## src/rtl/ptr_agu_pkg.sv

```systemverilog
package ptr_agu_pkg;
   typedef enum logic [1:0] {PSEL_X = 2'd0, PSEL_Y = 2'd1, PSEL_Z = 2'd2, PSEL_NONE = 2'd3} psel_e;
   typedef enum logic [1:0] {AM_PLAIN = 2'd0, AM_POSTINC = 2'd1, AM_PREDEC = 2'd2, AM_DISP = 2'd3} amode_e;
   typedef enum logic [1:0] {RGN_GPR = 2'd0, RGN_IO = 2'd1, RGN_SRAM = 2'd2, RGN_NONE = 2'd3} rgn_e;
endpackage

```

## src/rtl/ptr_agu_calc.sv

```systemverilog
module ptr_agu_calc
   import ptr_agu_pkg::*;
#(
   parameter int ADDR_W    = 16,
   parameter int DISP_W    = 6,
   parameter bit DISP_ON_X = 1'b0
) (
   input  logic [1:0]        psel,
   input  logic [1:0]        amode,
   input  logic              tbl,
   input  logic [DISP_W-1:0] disp,
   input  logic [ADDR_W-1:0] ptr,
   output logic [ADDR_W-1:0] eff,
   output logic [ADDR_W-1:0] nxt,
   output logic              step,
   output logic              bad
);
   localparam logic [ADDR_W-1:0] ONE = ADDR_W'(1);

   psel_e  sel;
   amode_e md;
   logic   disp_ok;
   logic   [ADDR_W-1:0] inc_v, dec_v, sum_v;

   assign sel = psel_e'(psel);
   assign md  = amode_e'(amode);

   // variant: displacement legal on all pointers, or only on Y and Z
   generate
      if (DISP_ON_X) begin : g_disp_all
         assign disp_ok = 1'b1;
      end else begin : g_disp_yz
         assign disp_ok = (sel != PSEL_X);
      end
   endgenerate

   assign inc_v = ptr + ONE;
   assign dec_v = ptr - ONE;
   assign sum_v = ptr + {{(ADDR_W-DISP_W){1'b0}}, disp};

   always_comb begin
      bad = 1'b0;
      if (sel == PSEL_NONE)        bad = 1'b1;
      else if (tbl)                bad = (sel != PSEL_Z);
      else if (md == AM_DISP)      bad = !disp_ok;
   end

   always_comb begin
      eff  = ptr;
      nxt  = ptr;
      step = 1'b0;
      unique case (md)
         AM_PLAIN:   eff = ptr;
         AM_POSTINC: begin eff = ptr;   nxt = inc_v; step = 1'b1; end
         AM_PREDEC:  begin eff = dec_v; nxt = dec_v; step = 1'b1; end
         AM_DISP:    eff = sum_v;
         default:    eff = ptr;
      endcase
   end
endmodule

```

## src/rtl/ptr_agu_region.sv

```systemverilog
module ptr_agu_region
   import ptr_agu_pkg::*;
#(
   parameter int ADDR_W     = 16,
   parameter int NUM_GPR    = 32,
   parameter int NUM_IO     = 64,
   parameter int SRAM_BYTES = 256
) (
   input  logic [ADDR_W-1:0] addr,
   output logic [1:0]        rgn,
   output logic [ADDR_W-1:0] off
);
   localparam int            IO_BASE_I   = NUM_GPR;
   localparam int            SRAM_BASE_I = NUM_GPR + NUM_IO;
   localparam int            SRAM_END_I  = SRAM_BASE_I + SRAM_BYTES;
   localparam logic [ADDR_W:0]   LIM_IO   = (ADDR_W+1)'(IO_BASE_I);
   localparam logic [ADDR_W:0]   LIM_SRAM = (ADDR_W+1)'(SRAM_BASE_I);
   localparam logic [ADDR_W:0]   LIM_END  = (ADDR_W+1)'(SRAM_END_I);
   localparam logic [ADDR_W-1:0] B_IO     = ADDR_W'(IO_BASE_I);
   localparam logic [ADDR_W-1:0] B_SRAM   = ADDR_W'(SRAM_BASE_I);

   logic [ADDR_W:0] a_x;
   logic            in_sram;
   rgn_e            r;

   assign a_x = {1'b0, addr};

   generate
      if (SRAM_BYTES > 0) begin : g_sram
         assign in_sram = (a_x >= LIM_SRAM) && (a_x < LIM_END);
      end else begin : g_no_sram
         assign in_sram = 1'b0;
      end
   endgenerate

   always_comb begin
      if (a_x < LIM_IO) begin
         r   = RGN_GPR;
         off = addr;
      end else if (a_x < LIM_SRAM) begin
         r   = RGN_IO;
         off = addr - B_IO;
      end else if (in_sram) begin
         r   = RGN_SRAM;
         off = addr - B_SRAM;
      end else begin
         r   = RGN_NONE;
         off = addr;
      end
   end

   assign rgn = r;
endmodule

```

## src/rtl/ptr_agu.sv

```systemverilog
module ptr_agu
   import ptr_agu_pkg::*;
#(
   parameter int REG_W      = 8,
   parameter int DISP_W     = 6,
   parameter int NUM_GPR    = 32,
   parameter int NUM_IO     = 64,
   parameter int SRAM_BYTES = 256,
   parameter int PTR_BASE   = 26,
   parameter bit DISP_ON_X  = 1'b0,
   localparam int ADDR_W    = 2 * REG_W,
   localparam int RIDX_W    = $clog2(NUM_GPR)
) (
   input  logic              clk,
   input  logic              rst_n,
   input  logic              req_valid,
   input  logic [1:0]        req_ptr,
   input  logic [1:0]        req_mode,
   input  logic              req_table,
   input  logic [DISP_W-1:0] req_disp,
   input  logic [REG_W-1:0]  ptr_lo,
   input  logic [REG_W-1:0]  ptr_hi,
   output logic              acc_valid,
   output logic [ADDR_W-1:0] acc_addr,
   output logic [1:0]        acc_region,
   output logic [ADDR_W-1:0] acc_offset,
   output logic              wb_en,
   output logic [RIDX_W-1:0] wb_reg,
   output logic [ADDR_W-1:0] wb_value,
   output logic              tbl_valid,
   output logic [ADDR_W-2:0] tbl_word,
   output logic              tbl_high,
   output logic              req_err
);
   // elaboration checks on the parameter set
   generate
      if (DISP_W >= ADDR_W) begin : g_chk_disp
         $error("displacement must be narrower than the address");
      end
      if ((PTR_BASE % 2) != 0 || PTR_BASE + 6 > NUM_GPR) begin : g_chk_base
         $error("pointer pairs must be even-aligned inside the register file");
      end
      if (NUM_GPR + NUM_IO + SRAM_BYTES > (1 << ADDR_W)) begin : g_chk_map
         $error("data map exceeds the address space");
      end
      if (NUM_GPR < 8 || NUM_IO < 1) begin : g_chk_sizes
         $error("register file or I/O space too small");
      end
   endgenerate

   logic [ADDR_W-1:0] ptr_v, eff_v, nxt_v, off_v;
   logic              step_v, bad_v;
   logic [1:0]        rgn_v;
   logic [RIDX_W-1:0] pair_idx;

   assign ptr_v    = {ptr_hi, ptr_lo};
   assign pair_idx = RIDX_W'(PTR_BASE) + RIDX_W'({req_ptr, 1'b0});

   ptr_agu_calc #(
      .ADDR_W   (ADDR_W),
      .DISP_W   (DISP_W),
      .DISP_ON_X(DISP_ON_X)
   ) u_calc (
      .psel (req_ptr),
      .amode(req_mode),
      .tbl  (req_table),
      .disp (req_disp),
      .ptr  (ptr_v),
      .eff  (eff_v),
      .nxt  (nxt_v),
      .step (step_v),
      .bad  (bad_v)
   );

   ptr_agu_region #(
      .ADDR_W    (ADDR_W),
      .NUM_GPR   (NUM_GPR),
      .NUM_IO    (NUM_IO),
      .SRAM_BYTES(SRAM_BYTES)
   ) u_region (
      .addr(eff_v),
      .rgn (rgn_v),
      .off (off_v)
   );

   // result stage: one register between request and outputs
   always_ff @(posedge clk or negedge rst_n) begin
      if (!rst_n) begin
         acc_valid  <= 1'b0;
         wb_en      <= 1'b0;
         tbl_valid  <= 1'b0;
         req_err    <= 1'b0;
         acc_addr   <= '0;
         acc_region <= '0;
         acc_offset <= '0;
         wb_reg     <= '0;
         wb_value   <= '0;
         tbl_word   <= '0;
         tbl_high   <= 1'b0;
      end else begin
         acc_valid <= req_valid && !bad_v && !req_table;
         wb_en     <= req_valid && !bad_v && !req_table && step_v;
         tbl_valid <= req_valid && !bad_v && req_table;
         req_err   <= req_valid && bad_v;
         if (req_valid) begin
            acc_addr   <= eff_v;
            acc_region <= rgn_v;
            acc_offset <= off_v;
            wb_reg     <= pair_idx;
            wb_value   <= nxt_v;
            tbl_word   <= ptr_v[ADDR_W-1:1];
            tbl_high   <= ptr_v[0];
         end
      end
   end
endmodule

```

## config.mk

```make
export PLATFORM = sky130hd
export DESIGN_NAME = ptr_agu
export DESIGN_NICKNAME = d
export VERILOG_FILES = /design/src/rtl/ptr_agu_pkg.sv /design/src/rtl/ptr_agu_calc.sv /design/src/rtl/ptr_agu_region.sv /design/src/rtl/ptr_agu.sv
export SDC_FILE = /design/constraint.sdc
export NUM_CORES = 1
export LEC_CHECK = 0
export BUFFER_PORTS_ARGS = -buffer_cell sky130_fd_sc_hd__buf_2
export CORE_MARGIN = 2
export CORE_UTILIZATION = 45
export DETAILED_ROUTE_END_ITERATION = 7
export GPL_TIMING_DRIVEN = 0
export PLACE_DENSITY = 0.7
export SYNTH_ARGS = -nofsm -noshare
export SYNTH_HDL_FRONTEND = slang
export SYNTH_SLANG_ARGS = --single-unit
```

## constraint.sdc

```tcl
create_clock -name clk -period 1.5 [get_ports clk]
set_input_delay 0.225 -clock clk [delete_from_list [all_inputs] [get_ports clk]]
set_output_delay 0.225 -clock clk [all_outputs]
set_load 0.005 [all_outputs]
```

==> flow_summary.toml <==
[worst_setup_path]
rrSetupSlack_ps = 720
critPathRequiredTime_ps = 1790
r2r_start = "tbl_word[3]"
end_kind = "flop"
worstReg2RegEnd = "tbl_word[3]"
crit_path_start_kind = "input port"
critical_path_class = "input port to flop"
reg2reg_depth = 1
crit_path_max_fanout = 5
crit_arrival_ps = 3090

[floorplanning]
chipWidth_um = 105.3
core_area_mm2 = 0.009864
fp.dieH_um = 105.3
ios = 105
rows = 36
initial_core_util_pct = 46.85
dieArea_mm2 = 0.01110

[synth]
async_flop_share_pct = 100.0
synthAdderAreaFrac_pct = 4.764
synth_warnings = 0
synth_top_family_by_area = "compound AO/OA/AOI/OAI gates"
synth_xor_area_share_pct = 2.842
synthTopCellsByArea = "dfrtp_1, mux2_2, nor2_1"
synth_flop_cell = "dfrtp_1"
ys_types = 70
synth_largest_area_cell = "dfrtp_1"
syn_area_mm2 = 0.004622
syn_nets = 586
synth-edff-count = 0
synth_area_per_cell_um2 = 8.575
synth_seq_cells = 68
synth_mux_area_share_pct = 6.037
synth_simple_gate_area_share_pct = 20.49
synth_top_area_share_pct = 36.82
synthCells = 539
synth-compound-area-share_pct = 22.60
seq_area_frac_synth_pct = 36.82

[sta]
timing.final.max_slew_violations = 0
rsz0062_at_grt = "true"
fin_ws_ps = -1296
finalSetupTns_ps = -19390
hold_viol_final = 43
tightestPinTransition_ps = 876.4
min_period_over_period_pct = 186.4
setup_viol = 33
max-slew-margin-rel_pct = 41.57
fmax_mhz = 357.7
fin_skew_ps = 0
hold_slack_ps = -44.32
min_period_ps = 2796

[layout]
mostFrequentLayoutCells = "buf_2, dfrtp_1, nor2_1"
diodes = 0
fin_area_mm2 = 0.006989
reg_top3 = "acc_addr (16), wb_value (16), tbl_word (15)"
mostFrequentLayoutCell = "buf_2"
fill_cells = 747
nets = 763
drive_gt1_share_pct = 50.62
area_delta_synth_final_pct = 51.22
final_util_pct = 70.85

[clock_tree]
cts_tree = "yes"
clk_pin_slew_ps = 90
cts.sinks = 68
cts_root_buf = "clkbuf_8"
clk_path_buf_depth = 2
cts_made_buffers = 9
h-tree-depth = 3
clk_latency_ps = 360

[place]
port_buffers = 101
dp_hpwl_um = 10860
dpl-instance-area_mm2 = 0.005603
gp_congestion = 0.9883

[run_status]
violations = "negative hold slack, negative setup slack"
status = "finished with violations"

[route]
routed-wl-met3_um = 1208
antenna_left = 0
viasPerCell = 5.936
post_drt_wl_per_cell_um = 19.33
highest_layer = "met4"
met1_length_um = 6942
vias = 5069
routed_wl_um = 16510
drtIter0Drc = 294
first_pass_iters = 5
drcViolationCount = 0
wl_met2_um = 7680

[grt]
grt_pass1_wl_um = 26100
grt_pass1_vias = 4931
grt_max_degree = 69
grt_overflow = 0
antenna_found_initial = 0
grt.total_usage_pct = 30.03

[worst_hold_path]
hold_class = "input port to asynchronous set/reset pin"

[run]
cap_viol_max_count = 0

[power]
p_per_area_mw_per_mm2 = 821.5
leakage_nw = 2.942
power_w = 0.005742
vdd_drop_max_mv = 0.5933
[layer usage]
layer	vias up	global-route usage (%)
li1	2314	-
met3	50	4.762
met5	-	0
met1	2446	39.24
met2	259	48.66
met4	0	14.10
[Yosys cell counts (3+ instances only)]
library cell	count
nor2_1	69
dfrtp_1	68
nand2_1	46
a21oi_1	45
clkbuf_1	31
o21ai_0	30
mux2_2	23
inv_1	18
ha_1	16
a31oi_1	12
nand3_1	11
nor3_1	10
o21a_1	10
xnor2_1	10
a211oi_1	8
buf_4	7
nor4_1	6
o211ai_1	6
nand4_1	5
or2_2	5
or3_1	5
xor2_1	5
and2_1	4
buf_1	4
buf_2	4
nand2b_1	4
nor3_2	4
or4_1	4
a21o_1	3
a221oi_1	3
a22oi_1	3
and3_1	3
clkinv_1	3
o211a_1	3
o22a_1	3
o22ai_1	3
o31ai_1	3
[worst max-delay path by stage]
stage                     start        endpoint  depth (start not counted)
finish                ptr_lo[0]   acc_offset[7]                         13
global route          ptr_lo[2]   acc_offset[7]                         12
CTS                   ptr_lo[0]  acc_offset[15]                         15
detailed placement    ptr_lo[1]  acc_offset[15]                         13
global placement      ptr_lo[1]  acc_offset[15]                         13
floorplan           req_disp[0]  acc_offset[15]                         12
[area by class of cell]
type | instances | area (µm²) | share of cell area (%)
multi-input cells | 403 | 3319 | 47.49
flip-flops and latches | 68 | 1702 | 24.35
repair buffers | 169 | 1211 | 17.33
plain buffers | 44 | 296.5 | 4.243
well taps | 133 | 166.4 | 2.381
clock buffers | 10 | 127.6 | 1.826
inverters | 21 | 102.6 | 1.468
clock inverters | 6 | 63.81 | 0.9130
[critical path, cell delays in order]
cell and delay [ps]:
buf_8 110, ha_4 160, buf_6 110, a211oi_4 300, o211a_4 250, buf_6 110
nor3_4 30, xnor2_1 130, a221o_1 340, or4_4 610, or2_4 290, o21a_1 220
a211oi_2 200
[power breakdown]
group | switching (W) | internal (W)
registers | 0.000113 | 0.00204
clock network | 0.000812 | 0.000768
logic | 0.00106 | 0.000953
[metrics by stage]
step / instances / worst slack [ps]
after floorplan: 539 / -1439
after global placement: 773 / -2006
after detailed placement: 773 / -2049
after CTS: 828 / -1395
after global routing: 854 / -1357
final: 854 / -1296
[cell families (layout without fill, tap and decap cells)]
kind of cell             after synthesis  in the layout
AND/OR/NAND/NOR                      188            188
AO/OA/AOI/OAI                        157            157
flip-flops                            68             68
buffers and inverters                 68            250
multiplexers                          25             25
adder cells (fa/ha/maj)               17             17
XOR/XNOR                              15             15
other                                  1              1
[what timing repair did]
action / in CTS / in global routing
buffers inserted: 44 / 34
hold buffers: 0 / 0
gates resized for setup: 98 / 92
endpoints found under the setup margin: 40 / 41
pin swaps: 44 / 52
gates cloned: 0 / 0
(Power assumes the default switching activity.)
